===== config.mk =====
export PLATFORM = sky130hd
export DESIGN_NAME = cfg_jumper_mux
export DESIGN_NICKNAME = d
export VERILOG_FILES = /design/src/rtl/cfgmux_pkg.sv /design/src/rtl/cfgmux_xact.sv /design/src/rtl/cfgmux_store.sv /design/src/rtl/cfgmux_outsel.sv /design/src/rtl/cfg_jumper_mux.sv
export SDC_FILE = /design/constraint.sdc
export NUM_CORES = 1
export LEC_CHECK = 0
export BUFFER_PORTS_ARGS = -buffer_cell sky130_fd_sc_hd__buf_2
export CORE_MARGIN = 4
export CORE_UTILIZATION = 41
export CTS_CLUSTER_SIZE = 12
export DETAILED_ROUTE_END_ITERATION = 12
export GPL_TIMING_DRIVEN = 0
export PLACE_DENSITY = 0.72
export SYNTH_ARGS = -nofsm -noshare
export SYNTH_HDL_FRONTEND = slang
export SYNTH_SLANG_ARGS = --single-unit

===== constraint.sdc =====
create_clock -name clk -period 0.8 [get_ports clk]
set_input_delay 0.08 -clock clk [delete_from_list [all_inputs] [get_ports clk]]
set_output_delay 0.08 -clock clk [all_outputs]
set_load 0.01 [all_outputs]

===== src/rtl/cfgmux_pkg.sv =====
package cfgmux_pkg;
  localparam int BYTE_W = 8;

  typedef enum logic [1:0] {
    XS_IDLE  = 2'd0,
    XS_ADDR  = 2'd1,
    XS_WDATA = 2'd2,
    XS_SKIP  = 2'd3
  } xact_state_e;
endpackage


===== src/rtl/cfgmux_xact.sv =====
module cfgmux_xact
  import cfgmux_pkg::*;
#(
  parameter int          ADDR_W   = 7,
  parameter logic [ADDR_W-1:0] DEV_ADDR = 7'h2A
) (
  input  logic              clk,
  input  logic              rst_n,
  input  logic              start_i,
  input  logic              stop_i,
  input  logic              vld_i,
  input  logic [BYTE_W-1:0] byte_i,
  output logic              wr_en_o,
  output logic              rd_req_o,
  output logic              busy_o
);
  xact_state_e state_q, state_d;
  logic        busy_q, busy_d;
  logic        addr_hit;
  logic        dir_read;
  logic        byte_take;

  assign addr_hit  = (byte_i[BYTE_W-1:1] == DEV_ADDR);
  assign dir_read  = byte_i[0];
  assign byte_take = vld_i && !start_i && !stop_i;

  always_comb begin
    state_d  = state_q;
    busy_d   = busy_q;
    wr_en_o  = 1'b0;
    rd_req_o = 1'b0;
    if (start_i) begin
      state_d = XS_ADDR;
      busy_d  = 1'b0;
    end else if (stop_i) begin
      state_d = XS_IDLE;
      busy_d  = 1'b0;
    end else if (byte_take) begin
      unique case (state_q)
        XS_ADDR: begin
          if (addr_hit && dir_read) begin
            rd_req_o = 1'b1;
            state_d  = XS_SKIP;
          end else if (addr_hit) begin
            busy_d  = 1'b1;
            state_d = XS_WDATA;
          end else begin
            state_d = XS_SKIP;
          end
        end
        XS_WDATA: begin
          wr_en_o = 1'b1;
          state_d = XS_SKIP;
        end
        default: state_d = state_q;
      endcase
    end
  end

  always_ff @(posedge clk or negedge rst_n) begin
    if (!rst_n) begin
      state_q <= XS_IDLE;
      busy_q  <= 1'b0;
    end else begin
      state_q <= state_d;
      busy_q  <= busy_d;
    end
  end

  assign busy_o = busy_q;

  // a single data byte per write transaction
  a_r5_one_data_byte: assert property (@(posedge clk) disable iff (!rst_n)
    wr_en_o |=> !wr_en_o);

  // a foreign address closes the transaction for this device
  a_r4_foreign_skip: assert property (@(posedge clk) disable iff (!rst_n)
    (state_q == XS_ADDR && byte_take && !addr_hit) |=> (state_q == XS_SKIP && !busy_q));

  // the hold window opens only on an accepted address byte
  a_r8_hold_opens: assert property (@(posedge clk) disable iff (!rst_n)
    $rose(busy_q) |-> ($past(state_q) == XS_ADDR && $past(byte_take)));

  // stop closes everything
  a_r10_stop_closes: assert property (@(posedge clk) disable iff (!rst_n)
    (stop_i && !start_i) |=> (state_q == XS_IDLE && !busy_q));
endmodule


===== src/rtl/cfgmux_store.sv =====
module cfgmux_store
  import cfgmux_pkg::*;
#(
  parameter int               CFG_W   = 5,
  parameter logic [CFG_W-1:0] RST_CFG = '0
) (
  input  logic              clk,
  input  logic              rst_n,
  input  logic              wr_en_i,
  input  logic              lock_i,
  input  logic [CFG_W-1:0]  data_i,
  input  logic              rd_req_i,
  input  logic              busy_i,
  output logic [CFG_W-1:0]  cfg_o,
  output logic              solo_o,
  output logic              rd_valid_o,
  output logic [BYTE_W-1:0] rd_byte_o
);
  localparam int PAD_W = BYTE_W - CFG_W;

  logic [CFG_W-1:0]  cfg_q, cfg_d;
  logic              cfg_ld;
  logic              solo_q, solo_d;
  logic              solo_ld;
  logic              rdv_q;
  logic [BYTE_W-1:0] rdb_q, rdb_d;

  assign cfg_ld  = wr_en_i && !lock_i;
  assign solo_ld = !busy_i;

  always_comb begin
    cfg_d  = cfg_ld  ? data_i : cfg_q;
    solo_d = solo_ld ? cfg_q[CFG_W-1] : solo_q;
    rdb_d  = rd_req_i ? {{PAD_W{1'b0}}, cfg_q} : rdb_q;
  end

  always_ff @(posedge clk or negedge rst_n) begin
    if (!rst_n) begin
      cfg_q  <= RST_CFG;
      solo_q <= RST_CFG[CFG_W-1];
      rdv_q  <= 1'b0;
      rdb_q  <= '0;
    end else begin
      cfg_q  <= cfg_d;
      solo_q <= solo_d;
      rdv_q  <= rd_req_i;
      rdb_q  <= rdb_d;
    end
  end

  assign cfg_o      = cfg_q;
  assign solo_o     = solo_q;
  assign rd_valid_o = rdv_q;
  assign rd_byte_o  = rdb_q;

  // an unlocked data byte lands in the register on its edge
  a_r2_load: assert property (@(posedge clk) disable iff (!rst_n)
    (wr_en_i && !lock_i) |=> (cfg_q == $past(data_i)));

  // the lock keeps the register untouched
  a_r6_lock_blocks: assert property (@(posedge clk) disable iff (!rst_n)
    (wr_en_i && lock_i) |=> $stable(cfg_q));

  // the standalone output does not move inside the hold window
  a_r8_solo_hold: assert property (@(posedge clk) disable iff (!rst_n)
    busy_i |=> $stable(solo_q));

  // read data reflects the register at request time
  a_r3_read_value: assert property (@(posedge clk) disable iff (!rst_n)
    rd_req_i |=> (rd_byte_o[CFG_W-1:0] == $past(cfg_q)));
endmodule


===== src/rtl/cfgmux_outsel.sv =====
module cfgmux_outsel #(
  parameter int MUX_W = 4
) (
  input  logic             clk,
  input  logic             rst_n,
  input  logic             force_i,
  input  logic             sel_i,
  input  logic [MUX_W-1:0] reg_i,
  input  logic [MUX_W-1:0] ext_i,
  input  logic             solo_i,
  output logic [MUX_W-1:0] mux_o,
  output logic             solo_o
);
  for (genvar i = 0; i < MUX_W; i++) begin : g_bit
    logic picked;
    assign picked   = sel_i ? reg_i[i] : ext_i[i];
    assign mux_o[i] = picked && !force_i;
  end

  assign solo_o = solo_i && !force_i;

  // force pulls every output low
  a_r9_force_low: assert property (@(posedge clk) disable iff (!rst_n)
    force_i |-> (mux_o == '0 && !solo_o));
endmodule


===== src/rtl/cfg_jumper_mux.sv =====
module cfg_jumper_mux
  import cfgmux_pkg::*;
#(
  parameter int               MUX_W    = 4,
  parameter logic [6:0]       DEV_ADDR = 7'h2A,
  parameter logic [MUX_W:0]   RST_CFG  = '0
) (
  input  logic              clk,
  input  logic              rst_n,
  input  logic              bus_start,
  input  logic              bus_stop,
  input  logic              rx_valid,
  input  logic [7:0]        rx_byte,
  input  logic              wr_lock,
  input  logic              force_low,
  input  logic              sel_reg,
  input  logic [MUX_W-1:0]  ext_in,
  output logic [MUX_W-1:0]  mux_out,
  output logic              solo_out,
  output logic              rd_valid,
  output logic [7:0]        rd_byte
);
  localparam int CFG_W  = MUX_W + 1;
  localparam int ADDR_W = BYTE_W - 1;

  logic [1:0]       rst_pipe;
  logic             rst_int_n;
  logic             wr_en, rd_req, busy;
  logic [CFG_W-1:0] cfg;
  logic             solo_held;

  always_ff @(posedge clk or negedge rst_n) begin
    if (!rst_n) rst_pipe <= 2'b00;
    else        rst_pipe <= {rst_pipe[0], 1'b1};
  end
  assign rst_int_n = rst_pipe[1];

  cfgmux_xact #(.ADDR_W(ADDR_W), .DEV_ADDR(DEV_ADDR)) u_xact (
    .clk(clk), .rst_n(rst_int_n),
    .start_i(bus_start), .stop_i(bus_stop), .vld_i(rx_valid), .byte_i(rx_byte),
    .wr_en_o(wr_en), .rd_req_o(rd_req), .busy_o(busy)
  );

  cfgmux_store #(.CFG_W(CFG_W), .RST_CFG(RST_CFG)) u_store (
    .clk(clk), .rst_n(rst_int_n),
    .wr_en_i(wr_en), .lock_i(wr_lock), .data_i(rx_byte[CFG_W-1:0]),
    .rd_req_i(rd_req), .busy_i(busy),
    .cfg_o(cfg), .solo_o(solo_held),
    .rd_valid_o(rd_valid), .rd_byte_o(rd_byte)
  );

  cfgmux_outsel #(.MUX_W(MUX_W)) u_outsel (
    .clk(clk), .rst_n(rst_int_n),
    .force_i(force_low), .sel_i(sel_reg),
    .reg_i(cfg[MUX_W-1:0]), .ext_i(ext_in), .solo_i(solo_held),
    .mux_o(mux_out), .solo_o(solo_out)
  );

  // read data only ever follows a received byte
  a_r3_read_latency: assert property (@(posedge clk) disable iff (!rst_int_n)
    rd_valid |-> ($past(rx_valid) && !$past(bus_start) && !$past(bus_stop)));

  // read strobe is a single cycle
  a_r3_single_pulse: assert property (@(posedge clk) disable iff (!rst_int_n)
    rd_valid |=> !rd_valid);
endmodule


==> summary.txt <==
Placement
  • IO buf count: 29
  • Dpl hpwl: 1.302 mm
  • Gpl congestion: 0.7336
  • Post-place instance area: 0.001016 mm2

Route
  • DRT Pass-1 Iters: 4
  • DRC violations left: 0
  • Routed WL: 1.917 mm
  • Vias per cell: 4.685
  • Wire per inst: 13.13 um
  • DRT iter0 DRCs: 16
  • Total number of vias: 684
  • Number of routed nets with antenna violations: 0

Global route
  • Tot GR Track Use: 0.1373
  • Total grt overflow: 0
  • Largest net degree at the start of global routing: 16
  • First-pass GRT wire length: 2.725 mm
  • Vias in the first global route: 658
  • Initial antenna violation count: 0

Worst setup path
  • Critical path launch point type: flop
  • WS Path Type: flop to flop
  • CP Data Arrival Time: 1.78 ns
  • R2R Path Start: u_xact.state_q[0]
  • CP startpoint: u_xact.state_q[0]
  • Worst EP required: 0.98 ns
  • Crit-path max FO: 5
  • CP cell instances: inv_2, ha_4, nand2_1, or4_1, buf_6, mux2_4
  • Critical-path top delay cell: dfrtp_1
  • Worst stage delay on the critical path: 0.41 ns
  • CP Capture Type: flop

Hold path
  • Hold Path Origin: rx_byte[3]
  • Min-Delay Path Class: primary input to flop

STA
  • Tmin final: 1.601 ns
  • Worst setup margin: -0.8008 ns
  • Slew headroom: 0.6048
  • Worst-Margin Slew: 0.5929 ns
  • Count of final setup violators: 26
  • Final period utilization: 2.001
  • Slew Viols, Final: 0
  • Achievable Freq: 624.7 MHz
  • RSZ-0062 raised after global routing: yes
  • Fin. Hold Viols: 0
  • Max Clock Skew: 0.001357 ns
  • Sum Neg Setup Slack: -10.36 ns

Cells and area
  • Post-route cell area: 0.001250 mm2
  • Filler Cell Count: 153
  • Nets@finish: 142
  • Most frequent cells in the layout: 29 x buf_2, 17 x dfrtp_1, 15 x buf_4, 11 x mux2_4
  • Leading cell type in the layout, fill and taps excluded: buf_2
  • Layout cells sized above 1: 0.6050
  • Synth-to-layout area growth: 50.68%
  • Antenna cells: 0

Clock network
  • Root Driver: clkbuf_4
  • CTS Buf Count: 3
  • Clock tree buffer depth: 2
  • H-tree depth: 1
  • CTS tree: done
  • CTS clk-pin slew, worst paths: 0.09 ns
  • Sink Count: 17
  • Clock insertion delay at the later pin of the skew report: 0.29 ns

Floorplan
  • Starting Density: 0.4272
  • Core Area: 0.001942 mm2
  • Top Ports: 34
  • Die Span Y: 52.98 um
  • FP Rows: 16
  • Die Wd: 52.98 um
  • Die area: 0.002807 mm2

Synthesis
  • Post-Syn Instances: 68
  • Distinct cells, synth: 23
  • Seq/Total Area, Yosys: 0.5128
  • Syn. warnings: 0
  • Post-synth design cell area: 829.5 um2
  • Seq cells post-synth: 17
  • Mean area per synthesized cell: 12.20 um2

Status
  • Outcome: complete, but fails checks
  • Failing checks: negative setup slack

Run
  • MaxCap Viol Count: 0

Power
  • Leak: 0.0006989 uW
  • PwrDens: 1308 mW/mm2
  • Peak supply drop: 1.157 mV
-- cells in the mapped netlist --
library cell	count	area share
dfrtp_1	17	0.51
mux2_2	6	0.081
inv_1	5	0.023
mux2_4	5	0.090
mux2i_1	4	0.048
nor2_1	4	0.018
buf_4	3	0.027
nand2_1	3	0.014
nor3_1	3	0.018
a21oi_1	2	0.012
and4bb_2	2	0.030
conb_1	2	0.0091
ha_1	2	0.030
a41oi_1	1	0.011
and3_1	1	0.0075
buf_6	1	0.014
clkbuf_1	1	0.0045
nand4_1	1	0.0075
nor2b_1	1	0.0075
nor3b_1	1	0.0091
nor4_1	1	0.0075
o31ai_1	1	0.0091
or4_1	1	0.0091
-- metal layers --
metal / vias to the layer above / global-route usage / share of wire
met3: 2 / 0.03099 / 0.088
met1: 317 / 0.1538 / 0.40
met4: 0 / 0.05532 / 0.0099
li1: 332 / - / -
met5: - / 0 / 0
met2: 33 / 0.2479 / 0.50
-- layout make-up --
cell class | count | area [um2] | share of cell area
Tap cell | 27 | 33.78 | 0.02703
Sequential cell | 17 | 425.4 | 0.3403
Clock buffer | 4 | 26.28 | 0.02102
Multi-Input combinational cell | 43 | 426.7 | 0.3413
Buffer | 5 | 37.54 | 0.03003
Timing Repair Buffer | 45 | 279.0 | 0.2232
Inverter | 5 | 21.27 | 0.01702
-- repair_timing --
| action | CTS | global route |
|---|---|---|
| buffers inserted | 9 | 7 |
| cloned | 0 | 0 |
| hold endpoints to repair | 2 | 0 |
| endpoints found under the setup margin | 26 | 26 |
| pin swaps | 3 | 4 |
| gates resized for setup | 9 | 10 |
| hold buffers | 1 | 0 |
-- per-stage QoR --
step | worst slack [ns] | power (uW) | cells | hold WS (ns) | utilization
after global routing | -0.8587 | 1707 | 146 | 0.03118 | 0.6437
after detailed placement | -0.8398 | 1120 | 126 | -0.1326 | 0.5232
after global placement | -0.8135 | 1112 | 126 | -0.1350 | 0.5232
after floorplan | -0.7667 | 1033 | 70 | -0.2156 | -
final | -0.8008 | 1635 | 146 | 0.02868 | 0.6437
after CTS | -0.8283 | 1613 | 140 | 0.01968 | 0.5986
-- flip-flops by register name (all words and copies together), names as in the netlist --
signal / flops
rst_pipe: 2
u_store.solo_o: 1
u_xact.busy_o: 1
u_store.rd_byte_o: 5
u_xact.state_q: 2
u_store.cfg_o: 5
u_store.rd_valid_o: 1
-- critical path: cells and delay by family, from the launching register on --
kind | cells | cell delay [ns]
simple gates | 2 | 0.45
mux | 1 | 0.29
fa+ha+maj | 1 | 0.12
flops | 1 | 0.41
buf+inv | 2 | 0.23
-- logic make-up (layout without fill, tap and decap cells) --
kind of cell / Yosys count / count (layout) / synth area share
adder cells (fa/ha/maj): 2 / 2 / 0.03016
other: 2 / 4 / 0.009053
AND/OR/NAND/NOR: 18 / 18 / 0.1282
flip-flops: 17 / 17 / 0.5128
buffers and inverters: 10 / 59 / 0.06787
AO/OA/AOI/OAI: 4 / 4 / 0.03168
multiplexers: 15 / 15 / 0.2202
-- report_power, final --
group	switching (uW)	internal (uW)
combinational	114	154
sequential	29.6	886
clock	258	194
total	401	1230
-- worst paths after layout --
check | cells after the start | endpoint | slack [ns]
setup / recovery | 6 | u_store.cfg_o[4] | -0.80
hold / removal | 2 | u_store.cfg_o[3] | 0.03
setup reg to reg | 6 | u_store.cfg_o[4] | -0.80
hold reg to reg | 0 | u_store.rd_byte_o[4] | 0.25
max in group asynchronous | 0 | u_xact.busy_o | 0.17
min in group asynchronous | 2 | rst_pipe[0] | 0.09
No activity file was read; power rests on OpenSTA's default activity.
